File: src/rtl/fdb_pkg.sv
package fdb_pkg;
  // S(d) by the recurrence S(d) = S(d-1) + 2 S(d-2), S(0)=S(1)=1
  function automatic logic [63:0] s_of(input int unsigned d);
    logic [63:0] a, b, c;
    a = 64'd1;
    b = 64'd1;
    for (int unsigned i = 2; i <= d; i++) begin
      c = b + (a << 1);
      a = b;
      b = c;
    end
    return (d == 0) ? a : b;
  endfunction
endpackage

File: src/rtl/fdb_weight_lut.sv
module fdb_weight_lut #(
  parameter int MAX_DELAY = 31,
  parameter int DLY_W     = 6,
  parameter int S_W       = 32
) (
  input  logic [DLY_W-1:0] delay_i,
  output logic [S_W-1:0]   weight_o,
  output logic             oor_o
);
  localparam int NUM_D = MAX_DELAY + 1;
  localparam int IDX_W = $clog2(NUM_D);
  localparam logic [DLY_W-1:0] MAX_D_V = DLY_W'(MAX_DELAY);

  logic [S_W-1:0] tab [NUM_D];

  for (genvar g = 0; g < NUM_D; g++) begin : g_tab
    assign tab[g] = S_W'(fdb_pkg::s_of(g));
  end

  assign oor_o    = delay_i > MAX_D_V;
  assign weight_o = oor_o ? '0 : tab[delay_i[IDX_W-1:0]];
endmodule

File: src/rtl/fdb_accum.sv
module fdb_accum #(
  parameter int ACC_W = 40,
  parameter int S_W   = 32
) (
  input  logic             clk_i,
  input  logic             rst_ni,
  input  logic             clr_i,
  input  logic             add_en_i,
  input  logic [S_W-1:0]   add_val_i,
  output logic [ACC_W-1:0] sum_o,
  output logic             ovf_o
);
  logic [ACC_W:0] nxt;
  assign nxt = {1'b0, sum_o} + {1'b0, ACC_W'(add_val_i)};

  always_ff @(posedge clk_i or negedge rst_ni) begin
    if (!rst_ni) begin
      sum_o <= '0;
      ovf_o <= 1'b0;
    end else if (clr_i) begin
      sum_o <= '0;
      ovf_o <= 1'b0;
    end else if (add_en_i) begin
      sum_o <= nxt[ACC_W-1:0];
      ovf_o <= ovf_o | nxt[ACC_W];
    end
  end

  assert_ovf_sticky_R6: assert property (@(posedge clk_i) disable iff (!rst_ni)
    ovf_o && !clr_i |=> ovf_o);
endmodule

File: src/rtl/fdb_bound_check.sv
module fdb_bound_check #(
  parameter int MAX_DELAY = 31,
  parameter int T_W       = 5,
  parameter int K_W       = 8,
  parameter int DLY_W     = 6,
  parameter int ACC_W     = 40
) (
  input  logic             clk_i,
  input  logic             rst_ni,
  input  logic             start_i,
  input  logic [T_W-1:0]   t_i,
  input  logic [K_W-1:0]   k_i,
  input  logic             in_valid_i,
  input  logic             in_last_i,
  input  logic [DLY_W-1:0] in_delay_i,
  output logic [ACC_W-1:0] weight_o,
  output logic [ACC_W-1:0] cap_o,
  output logic             done_o,
  output logic             infeasible_o,
  output logic             ovf_o,
  output logic             proto_err_o
);
  localparam int S_W    = MAX_DELAY + 1;
  localparam int PROD_W = K_W + S_W;

  logic [S_W-1:0] s_in, s_t;
  logic           in_oor, t_oor;
  logic           run_q, accept, add_en;
  logic [PROD_W-1:0] prod;

  fdb_weight_lut #(.MAX_DELAY(MAX_DELAY), .DLY_W(DLY_W), .S_W(S_W)) u_lut_in (
    .delay_i(in_delay_i), .weight_o(s_in), .oor_o(in_oor));

  fdb_weight_lut #(.MAX_DELAY(MAX_DELAY), .DLY_W(DLY_W), .S_W(S_W)) u_lut_t (
    .delay_i(DLY_W'(t_i)), .weight_o(s_t), .oor_o(t_oor));

  assign accept = run_q & in_valid_i & ~start_i;
  assign add_en = accept & ~in_oor;
  assign prod   = PROD_W'(k_i) * PROD_W'(s_t);

  fdb_accum #(.ACC_W(ACC_W), .S_W(S_W)) u_acc (
    .clk_i(clk_i), .rst_ni(rst_ni), .clr_i(start_i), .add_en_i(add_en),
    .add_val_i(s_in), .sum_o(weight_o), .ovf_o(ovf_o));

  always_ff @(posedge clk_i or negedge rst_ni) begin
    if (!rst_ni) begin
      run_q       <= 1'b0;
      done_o      <= 1'b0;
      proto_err_o <= 1'b0;
      cap_o       <= '0;
    end else if (start_i) begin
      run_q       <= 1'b1;
      done_o      <= 1'b0;
      proto_err_o <= 1'b0;
      cap_o       <= t_oor ? '0 : ACC_W'(prod);
    end else if (accept) begin
      proto_err_o <= proto_err_o | in_oor;
      if (in_last_i) begin
        run_q  <= 1'b0;
        done_o <= 1'b1;
      end
    end
  end

  assign infeasible_o = done_o & (ovf_o | (weight_o > cap_o));

  assert_done_hold_R5: assert property (@(posedge clk_i) disable iff (!rst_ni)
    done_o && !start_i |=> done_o && $stable(weight_o) && $stable(infeasible_o));
  assert_infeas_done_R4: assert property (@(posedge clk_i) disable iff (!rst_ni)
    infeasible_o |-> done_o);
  assert_perr_set_R7: assert property (@(posedge clk_i) disable iff (!rst_ni)
    run_q && in_valid_i && !start_i && (in_delay_i > DLY_W'(MAX_DELAY)) |=> proto_err_o);
  assert_perr_sticky_R7: assert property (@(posedge clk_i) disable iff (!rst_ni)
    proto_err_o && !start_i |=> proto_err_o);
  assert_start_clr_R8: assert property (@(posedge clk_i) disable iff (!rst_ni)
    start_i |=> !done_o && !ovf_o && !proto_err_o && (weight_o == '0));
endmodule

File: config.mk
export PLATFORM = sky130hd
export DESIGN_NAME = fdb_bound_check
export DESIGN_NICKNAME = d
export VERILOG_FILES = /design/src/rtl/fdb_pkg.sv /design/src/rtl/fdb_weight_lut.sv /design/src/rtl/fdb_accum.sv /design/src/rtl/fdb_bound_check.sv
export SDC_FILE = /design/constraint.sdc
export NUM_CORES = 1
export LEC_CHECK = 0
export CORE_AREA = 2 2 259 197
export DETAILED_ROUTE_END_ITERATION = 7
export DIE_AREA = 0 0 261 199
export DONT_BUFFER_PORTS = 1
export SYNTH_ARGS = -nofsm -noshare
export SYNTH_HDL_FRONTEND = slang
export SYNTH_HIERARCHICAL = 1
export SYNTH_SLANG_ARGS = --single-unit
File: constraint.sdc
create_clock -name clk_i -period 3 [get_ports clk_i]
set_input_delay 0.45 -clock clk_i [delete_from_list [all_inputs] [get_ports clk_i]]
set_output_delay 0.45 -clock clk_i [all_outputs]
set_load 0.05 [all_outputs]
Word-level counts from Yosys, hierarchy flattened. Memory sizes are Yosys's and may differ from the RTL's. Cells that the tools add are included.

Bits in registers: 84. ROM bits: 2048. Word-level logic and storage cells: 49. Memories: 2.

Add/sub/neg operators: 1. Multipliers: 1. $lt $le $gt $ge: 5. Muxes and demuxes: 19. Bitwise logic cells: 11. Reductions and logical operators: 4.

Memories: (name not given) (depth 32, bits a word 32, read ports 1, clocked after memory_dff 0, write ports 0, RTL line fdb_weight_lut.sv:21) `assign weight_o = oor_o ? '0 : tab[delay_i[IDX_W-1:0]];`; (name not given) (depth 32, bits a word 32, read ports 1, clocked after memory_dff 0, write ports 0, RTL line fdb_weight_lut.sv:21).

Operators with widths (count): 32-bit 2-to-1 mux (6); 40-bit 2-to-1 mux (3); 40-bit by 32-bit adder with 41-bit output (1); 40-bit greater-than comparator (1); 8-bit by 32-bit multiplier with 40-bit output (1); 6-bit >= comparator, second input constant (2); 5-bit NOT with 6-bit output (2); 1-bit 2-to-1 mux (10); 6-bit by 5-bit greater-than comparator with 1-bit output, second input constant (1); 2-bit nonzero test (3); 5-bit greater-than comparator, second input constant (1); 1-bit AND (4); 1-bit OR (3); 1-bit NOT (2); 2-bit AND reduction (1).

Depth between registers and ports, before layout. Gate-level depths: netlist of the first run.

Depth after elaboration: 9. Depth in mapped cells: 22.

Modules after synthesis. Netlist of the first run, hierarchy kept.

By module, submodules not included: fdb_bound_check (instances 1, cells each 1207, area an instance 10701.5 µm², sequential area each 1076.0 µm²); fdb_accum (instances 1, cells each 391, area an instance 3464.6 µm², sequential area each 1026.0 µm²); fdb_weight_lut (instances 2, cells each 54, area an instance 277.8 µm², sequential area each 0.0 µm²).

Worst setup path after synthesis of the first run. No wires, ideal clock.

Path kind: input to register. Start point: input port t_i[0]. End point: register cap_o[39]. Setup time: 69 ps. Data arrival time: 5375 ps. Required time: 2931 ps. Path slack: -2445 ps. Stages on the path: 20. Buffers on the path: 2. Cell sequence: or2_2 > clkbuf_1 > nor2_1 > and2_1 > fa_1 > fa_1 > fa_1 > inv_1 > fa_1 > inv_1 > ha_1 > buf_2 > a21oi_1 > o211ai_1 > a221oi_2 > o31ai_2 > a31oi_4 > a31oi_1 > or4_1 > nand3_1.

Cells in the longest elaborated chain, start to end: 7. Elaborated cells between the ends (all ways): 8.

Ends and longest elaborated chain: start, declared (RTL line fdb_bound_check.sv:11) `input logic [T_W-1:0] t_i,`; 5-bit NOT with 6-bit output (not written as such) (RTL line fdb_weight_lut.sv:21); memory read 32 x 32 bit; 32-bit 2-to-1 mux (not written as such) (2 in series) (RTL line fdb_weight_lut.sv:21); 32-bit 2-to-1 mux (*) (RTL line fdb_weight_lut.sv:21); via s_t[3] (RTL line fdb_bound_check.sv:26) `logic [S_W-1:0] s_in, s_t;`; 8-bit by 32-bit multiplier with 40-bit output (*) (RTL line fdb_bound_check.sv:39) `assign prod = PROD_W'(k_i) * PROD_W'(s_t);`; 40-bit 2-to-1 mux (*) (RTL line fdb_bound_check.sv:55) `cap_o <= t_oor ? '0 : ACC_W'(prod);`; end signal, assigned (RTL line fdb_bound_check.sv:55); end, declared (RTL line fdb_bound_check.sv:17) `output logic [ACC_W-1:0] cap_o,`.

The timed path passes the listed nets; every way through them passes the cells marked *. The select of a mux whose other input is x is not followed. A chain may end at the register's enable or synchronous reset.

Worst setup path in the final report of the first run.
Start point: input port t_i[0]. End point: register cap_o[26].

Same word-level chain as after synthesis.

==> impl_metrics.json, run 1 <==
{
  "port_buffers": 0,
  "wirelength_um": 46500,
  "dieArea_mm2": 0.05194,
  "dp_slack_ps": -2591,
  "n_fill_cell": 4874,
  "crit_type": "in -> reg",
  "first_global_vias": 13700,
  "worstPathCellList": "or2_4 > buf_4 > nor2_4 > buf_4 > and2_1 > fa_1 > fa_1 > fa_1 > inv_1 > fa_1 > inv_2 > ha_4 > and4_4 > o2111ai_4 > a31oi_4 > a211oi_4 > o31ai_4 > buf_4 > a21oi_2 > xor2_1 > o31ai_1",
  "final_util_pct": 40.95,
  "fp.dieW_um": 261,
  "post-dp-hpwl_um": 37730,
  "status": "complete, but fails checks",
  "worstSetupStartpoint": "t_i[0]",
  "relSlewSlack_pct": 17.81,
  "synth_cell_types": 82,
  "numCtsBuffers": 9,
  "max-cap-violations": 0,
  "start_util_pct": 29.70,
  "wl_per_cell_um": 17.01,
  "cellLeakagePower_uw": 0.01005,
  "critPathMaxFanout": 7,
  "min_period_ps": 5025,
  "r2r-start": "u_acc/sum_o[20]$_DFFE_PN0P_",
  "fin_hold_ws_ps": -46.39,
  "grt_max_degree": 88,
  "grt_pass1_wl_um": 74030,
  "grt.total_usage_pct": 18.05,
  "clockRootBuffer": "clkbuf_16",
  "cp.arrival_ps": 5290,
  "ys_warn_count": 6,
  "seqCellArea_mm2": 0.002103,
  "ys_seq_area_share_pct": 14.28,
  "violations": "negative hold slack, negative setup slack",
  "internal-power_uw": 3643,
  "ys_async_sr_fraction_pct": 100.0,
  "cp_common_cell": "fa_1",
  "setup_slack_ps": -2025,
  "ant_nets": 0,
  "crit_slowest_cell": "fa_1",
  "crit_family": "adder cells",
  "p_per_area_mw_per_mm2": 322.9,
  "finalSetupViolations": 41,
  "fin_skew_ps": 8.872,
  "p_clk_share_pct": 17.8,
  "reg2reg_slack_ps": -40,
  "io_pins": 108,
  "remaining_drc_errors": 0,
  "syn_area_per_cell_um2": 8.629,
  "worstHoldPathType": "in -> async",
  "max_stage_delay_ps": 540,
  "overflow": 0,
  "die_h_um": 199,
  "worst_ep_required_time_ps": 3270,
  "clk_latency_ps": 370,
  "worstMarginPinSlew_ps": 1228,
  "rsz0062_at_grt": "yes",
  "synthCells": 1706,
  "vias_per_cell": 4.942,
  "ir_drop_mv": 0.2472,
  "finalMaxSlewViolations": 0,
  "drt-pass1-iter-count": 5,
  "switchingPower_uw": 2911,
  "r2r_cells": 10,
  "synthFlopType": "dfrtp_1",
  "vias": 13510,
  "coreArea_mm2": 0.04957,
  "drive_gt1_share_pct": 33.51,
  "netlist_area_mm2": 0.01472,
  "setup_tns_ps": -55600,
  "multi_input_area_mm2": 0.01284,
  "num_rows": 71,
  "fmaxAchievable_ghz": 0.1990,
  "cts.sink_count": 84,
  "postPlaceCellArea_mm2": 0.01856,
  "cts_tree": "built",
  "cp_num_buf_inv": 5,
  "worstSetupStartpointType": "primary input",
  "design_area_mm2": 0.02030,
  "synth-edff-count": 0,
  "cts_max_path_buffers": 2,
  "nets": 2409,
  "antenna_found_initial": 0,
  "p_total_uw": 6555,
  "power.share.sequential_pct": 20.5,
  "hold_viol": 22,
  "gp_congestion": 0.8714,
  "area_delta_synth_final_pct": 37.87,
  "first_iter_violations": 989,
  "fin_crit_sh_pct": 167.5,
  "h-tree-depth": 3,
  "p_comb_share_pct": 61.7,
  "r2r_end": "u_acc/sum_o[39]$_DFFE_PN0P_",
  "end_kind": "flop",
  "swShare_pct": 44.42,
  "cts.clk_slew.worst_paths_ps": 70,
  "antennaDiodeCount": 0,
  "ys_ff_latch": 84
}
==> flip-flops by register name, indices dropped and copies added, names as in the netlist <==
signal	count
u_acc/ovf_o	1
run_q	1
cap_o	40
u_acc/sum_o	40
proto_err_o	1
done_o	1
==> stage by stage <==
step | hold WS, ps | cells
6_report | -46.39 | 2734
5_1_grt | 7.319 | 2734
4_1_cts | 0.1041 | 2713
3_5_place_dp | 156.8 | 2664
3_3_place_gp | 156.6 | 2664
2_1_floorplan | 154.4 | 1713
==> routing by layer <==
metal | vias up | global-route usage [%] | routed length (um)
met2 | 312 | 27.74 | 20560
met4 | 0 | 2.925 | 589
li1 | 6405 | - | -
met1 | 6757 | 25.78 | 22020
met5 | - | 0 | 0
met3 | 38 | 4.638 | 3324
==> cell usage in the layout (no fill, tap or decap), types with 27 or more instances in the layout <==
cell     synthesis  routed
buf_4            2     394
inv_1          235     216
and2_1         206     176
fa_1           181     174
ha_1           132     104
nand2_1        106     100
nor2_1         114      91
dfrtp_1         84      83
a21oi_1         92      55
a21o_1          52      52
and2_4           0      31
nand4_1         29      29
xnor2_1         35      29
ha_4             0      27
==> cells in the mapped netlist (7+ instances only) <==
| library cell | number | share of area (%) |
|---|---|---|
| a211oi_1 | 7 | 0.36 |
| a21o_1 | 52 | 2.7 |
| a21oi_1 | 92 | 3.1 |
| a22o_1 | 9 | 0.54 |
| a31oi_1 | 15 | 0.64 |
| and2_1 | 206 | 8.8 |
| and3_1 | 13 | 0.55 |
| buf_2 | 12 | 0.41 |
| clkbuf_1 | 56 | 1.4 |
| dfrtp_1 | 84 | 14 |
| fa_1 | 181 | 25 |
| ha_1 | 132 | 11 |
| inv_1 | 235 | 6.0 |
| mux2i_1 | 16 | 1.1 |
| nand2_1 | 106 | 2.7 |
| nand2b_1 | 7 | 0.30 |
| nand3_1 | 22 | 0.75 |
| nand3b_1 | 7 | 0.36 |
| nand4_1 | 29 | 1.2 |
| nor2_1 | 114 | 2.9 |
| nor2b_1 | 21 | 0.89 |
| nor3_1 | 17 | 0.58 |
| o211ai_1 | 12 | 0.61 |
| o21a_1 | 10 | 0.51 |
| o21ai_0 | 32 | 1.1 |
| o21ai_1 | 8 | 0.27 |
| o21bai_1 | 10 | 0.51 |
| o22ai_1 | 26 | 1.1 |
| xnor2_1 | 35 | 2.1 |
| xor2_1 | 22 | 1.3 |
==> power by group through the flow <==
stage          Clock, uW  Sequential [uW]  Combinational, uW
6_report            1170             1340               4040
5_1_grt             1230             1350               4400
4_1_cts             1200             1340               3890
3_5_place_dp           0             1360               3350
3_3_place_gp           0             1360               3290
2_1_floorplan          0             1720               1950
==> layout make-up <==
class | count | share of cell area, %
Multi-Input combinational cell | 1317 | 63.26
Clock buffer | 10 | 1.177
Inverter | 235 | 4.358
Timing Repair Buffer | 425 | 16.52
Clock inverter | 6 | 0.2712
Sequential cell | 84 | 10.36
Tap cell | 657 | 4.050
==> cell families (layout without fill, tap and decap cells) <==
group                      count (synthesis)  count (layout)  share of synthesized area (%)
DFF                                       84              84                          14.28
AOI/OAI and AO/OA                        331             331                          15.30
muxes                                     22              22                          1.547
adders and majority gates                313             313                          35.83
buffers and inverters                    312             676                          8.210
other                                      3              10                        0.07649
xor gates and xnor gates                  57              57                          3.391
and+or+nand+nor                          584             584                          21.37
==> worst max-delay path by stage <==
stage                                       end  slack [ps]  cells past startpoint
after CTS                 cap_o[39]$_DFFE_PN0P_       -2010                     20
after global routing      cap_o[35]$_DFFE_PN0P_       -2180                     21
final                     cap_o[26]$_DFFE_PN0P_       -2020                     21
after global placement    cap_o[37]$_DFFE_PN0P_       -2450                     19
after floorplan           cap_o[37]$_DFFE_PN0P_       -2190                     19
after detailed placement  cap_o[26]$_DFFE_PN0P_       -2590                     19
==> repair_timing <==
action	4_1_cts	5_1_grt
endpoints found under the hold margin	84	0
setup buffers	33	23
resized for setup	157	63
hold buffers	1	0
cloned	0	0
pin swaps	117	83
endpoints found under the setup margin	37	45
==> worst register-to-register path, stage by stage, from the launching register on <==
cell	delay, ps
dfrtp_1	420
buf_6	140
ha_4	260
and2_4	150
nand3_4	70
or4_4	580
nor3_4	330
nor4b_2	90
a311o_2	430
o21ai_2	160
mux2_4	310
No activity file was read; power rests on OpenSTA's default activity.
==> inputs of run 2 (changes only) <==
--- a/config.mk
+++ b/config.mk
@@ -6,6 +6,7 @@
 export NUM_CORES = 1
 export LEC_CHECK = 0
 export CORE_AREA = 2 2 259 197
+export CTS_CLUSTER_SIZE = 10
 export DETAILED_ROUTE_END_ITERATION = 7
 export DIE_AREA = 0 0 261 199
 export DONT_BUFFER_PORTS = 1
==> results of run 2 <==
Same layout as run 1: the final DEF is identical, and so are final timing and power.
==> inputs of run 3 (changes only) <==
--- a/config.mk
+++ b/config.mk
@@ -6,10 +6,10 @@
 export NUM_CORES = 1
 export LEC_CHECK = 0
 export CORE_AREA = 2 2 259 197
-export CTS_CLUSTER_SIZE = 10
 export DETAILED_ROUTE_END_ITERATION = 7
 export DIE_AREA = 0 0 261 199
 export DONT_BUFFER_PORTS = 1
+export RECOVER_POWER = 100
 export SYNTH_ARGS = -nofsm -noshare
 export SYNTH_HDL_FRONTEND = slang
 export SYNTH_HIERARCHICAL = 1
==> run 3 against run 2 <==
Effect of this change:
- first-iteration DRC count shrank 0.10%
- critical path depth is the same
- wire length grew 0.10%
- largest cell class unchanged
- the run ends with max-capacitance violations, max-slew violations, negative setup slack left
==> impl_metrics.json, run 3 (synthesis results as in run 1) <==
{
  "status": "complete, but fails checks",
  "violations": "max-capacitance violations, max-slew violations, negative setup slack",
  "first_global_vias": 13700,
  "reg_top3": "cap_o (40), u_acc/sum_o (40)",
  "cts_tree": "built",
  "fmaxAchievable_ghz": 0.1991,
  "r2r_end": "u_acc/sum_o[39]$_DFFE_PN0P_",
  "numCtsBuffers": 9,
  "drive_gt1_share_pct": 29.75,
  "num_rows": 71,
  "max-cap-violations": 1,
  "grt.total_usage_pct": 18.05,
  "critPathMaxFanout": 7,
  "post-dp-hpwl_um": 37730,
  "ir_drop_mv": 0.2489,
  "h-tree-depth": 3,
  "wl_per_cell_um": 17.02,
  "worstHoldPathType": "in -> reg",
  "cts.sink_count": 84,
  "final_common_cell": "buf_4",
  "power.share.sequential_pct": 20.8,
  "ant_nets": 0,
  "reg2reg_slack_ps": -30,
  "finalMaxSlewViolations": 85,
  "drt-pass1-iter-count": 5,
  "remaining_drc_errors": 0,
  "layout.cells.non_filler": 2734,
  "coreArea_mm2": 0.04957,
  "hold_start": "start_i",
  "finalSetupViolations": 41,
  "cellLeakagePower_uw": 0.009719,
  "area_delta_synth_final_pct": 35.68,
  "clk_latency_ps": 370,
  "cp.arrival_ps": 5290,
  "min_period_ps": 5023,
  "fp.dieW_um": 261,
  "p_per_area_mw_per_mm2": 323.2,
  "crit_type": "in -> reg",
  "overflow": 0,
  "dieArea_mm2": 0.05194,
  "p_comb_share_pct": 61.1,
  "grt_pass1_wl_um": 74030,
  "dp_slack_ps": -2591,
  "min_to": "u_acc/ovf_o$_DFFE_PN0P_",
  "first_iter_violations": 988,
  "fin_skew_ps": 10.97,
  "r2r_cells": 9,
  "end_kind": "flop",
  "switchingPower_uw": 2913,
  "antennaDiodeCount": 0,
  "vias": 13560,
  "final_cell_mix": "buf_4, inv_1, and2_1, fa_1, ha_1",
  "r2r-start": "u_acc/sum_o[19]$_DFFE_PN0P_",
  "swShare_pct": 45.12,
  "dp.cells": 2664,
  "relSlewSlack_pct": -52.41,
  "internal-power_uw": 3543,
  "die_h_um": 199,
  "worst_ep_required_time_ps": 3270,
  "nets": 2409,
  "wirelength_um": 46550,
  "port_buffers": 0,
  "setup_slack_ps": -2023,
  "worstSetupStartpointType": "primary input",
  "vias_per_cell": 4.958,
  "p_clk_share_pct": 18.1,
  "fin_crit_sh_pct": 167.4,
  "worstMarginPinSlew_ps": 2286,
  "io_pins": 108,
  "grt_max_degree": 88,
  "hold_depth": 1,
  "gp_congestion": 0.8714,
  "rsz0062_at_grt": "yes",
  "fin_hold_ws_ps": 149.0,
  "clockRootBuffer": "clkbuf_16",
  "final_util_pct": 40.29,
  "hold_viol": 0,
  "cts_max_path_buffers": 2,
  "n_fill_cell": 4936,
  "antenna_found_initial": 0,
  "start_util_pct": 29.70,
  "cts.clk_slew.worst_paths_ps": 80
}
## run 3: cell types whose count changed in the layout (fill, tap and decap cells not counted), sizes merged
cell,change
buf,-79
clkbuf,+79
## run 3: repair_timing
| item | CTS | global route |
|---|---|---|
| pin swaps | 117 | 83 |
| buffers inserted | 33 | 23 |
| hold endpoints to repair | 84 | 0 |
| gates resized for setup | 157 | 63 |
| hold buffers | 1 | 0 |
| setup endpoints to repair | 37 | 45 |
## run 3: power by group through the flow
stage | clock (uW) | combinational (uW) | sequential, uW
floorplan | 0 | 1950 | 1720
global placement | 0 | 3290 | 1360
detailed placement | 0 | 3350 | 1360
CTS | 1200 | 3890 | 1340
global route | 1230 | 4300 | 1350
finish | 1170 | 3950 | 1340
## run 3: metrics by stage
stage                     instance area, um^2  TNS (ps)  power, uW
after floorplan                         15370    -58620       3673
after global placement                  18560    -73750       4649
after detailed placement                18560    -77460       4713
after CTS                               19830    -52770       6422
after global routing                    19970    -62060       6888
final                                   19970    -55800       6456
## run 3: worst max path at each step
| stage | endpoint | start | cells past startpoint | slack, ps |
|---|---|---|---|---|
| after floorplan | cap_o[37]$_DFFE_PN0P_ | t_i[2] | 19 | -2190 |
| after global placement | cap_o[37]$_DFFE_PN0P_ | t_i[0] | 19 | -2450 |
| after detailed placement | cap_o[26]$_DFFE_PN0P_ | t_i[0] | 19 | -2590 |
| after CTS | cap_o[39]$_DFFE_PN0P_ | t_i[0] | 20 | -2010 |
| after global routing | cap_o[35]$_DFFE_PN0P_ | t_i[0] | 21 | -2180 |
| final | cap_o[26]$_DFFE_PN0P_ | t_i[0] | 21 | -2020 |
## run 3: metal layers
metal  track usage, %  wire length [um]
met5                0                 0
met4            2.925               612
met3            4.638              3500
met2            27.74             20560
met1            25.78             21880
## run 3: cell type report
cell class | instances | area, um^2 | area share, %
repair buffers | 425 | 3030 | 15.17
clock inverters | 6 | 55.05 | 0.2756
clock buffers | 10 | 239.0 | 1.196
well taps | 657 | 822.0 | 4.115
multi-input cells | 1317 | 12840 | 64.28
inverters | 235 | 884.6 | 4.429
flip-flops and latches | 84 | 2103 | 10.53
## run 3: critical path, stage by stage
cell,delay [ps]
or2_4,310
buf_4,160
nor2_4,80
buf_4,120
and2_1,130
fa_1,440
fa_1,530
fa_1,540
inv_1,50
fa_1,490
inv_2,50
ha_4,280
and4_4,260
o2111ai_4,120
a31oi_4,220
a211oi_4,80
o31ai_4,330
buf_4,180
a21oi_2,50
xor2_1,160
o31ai_1,260
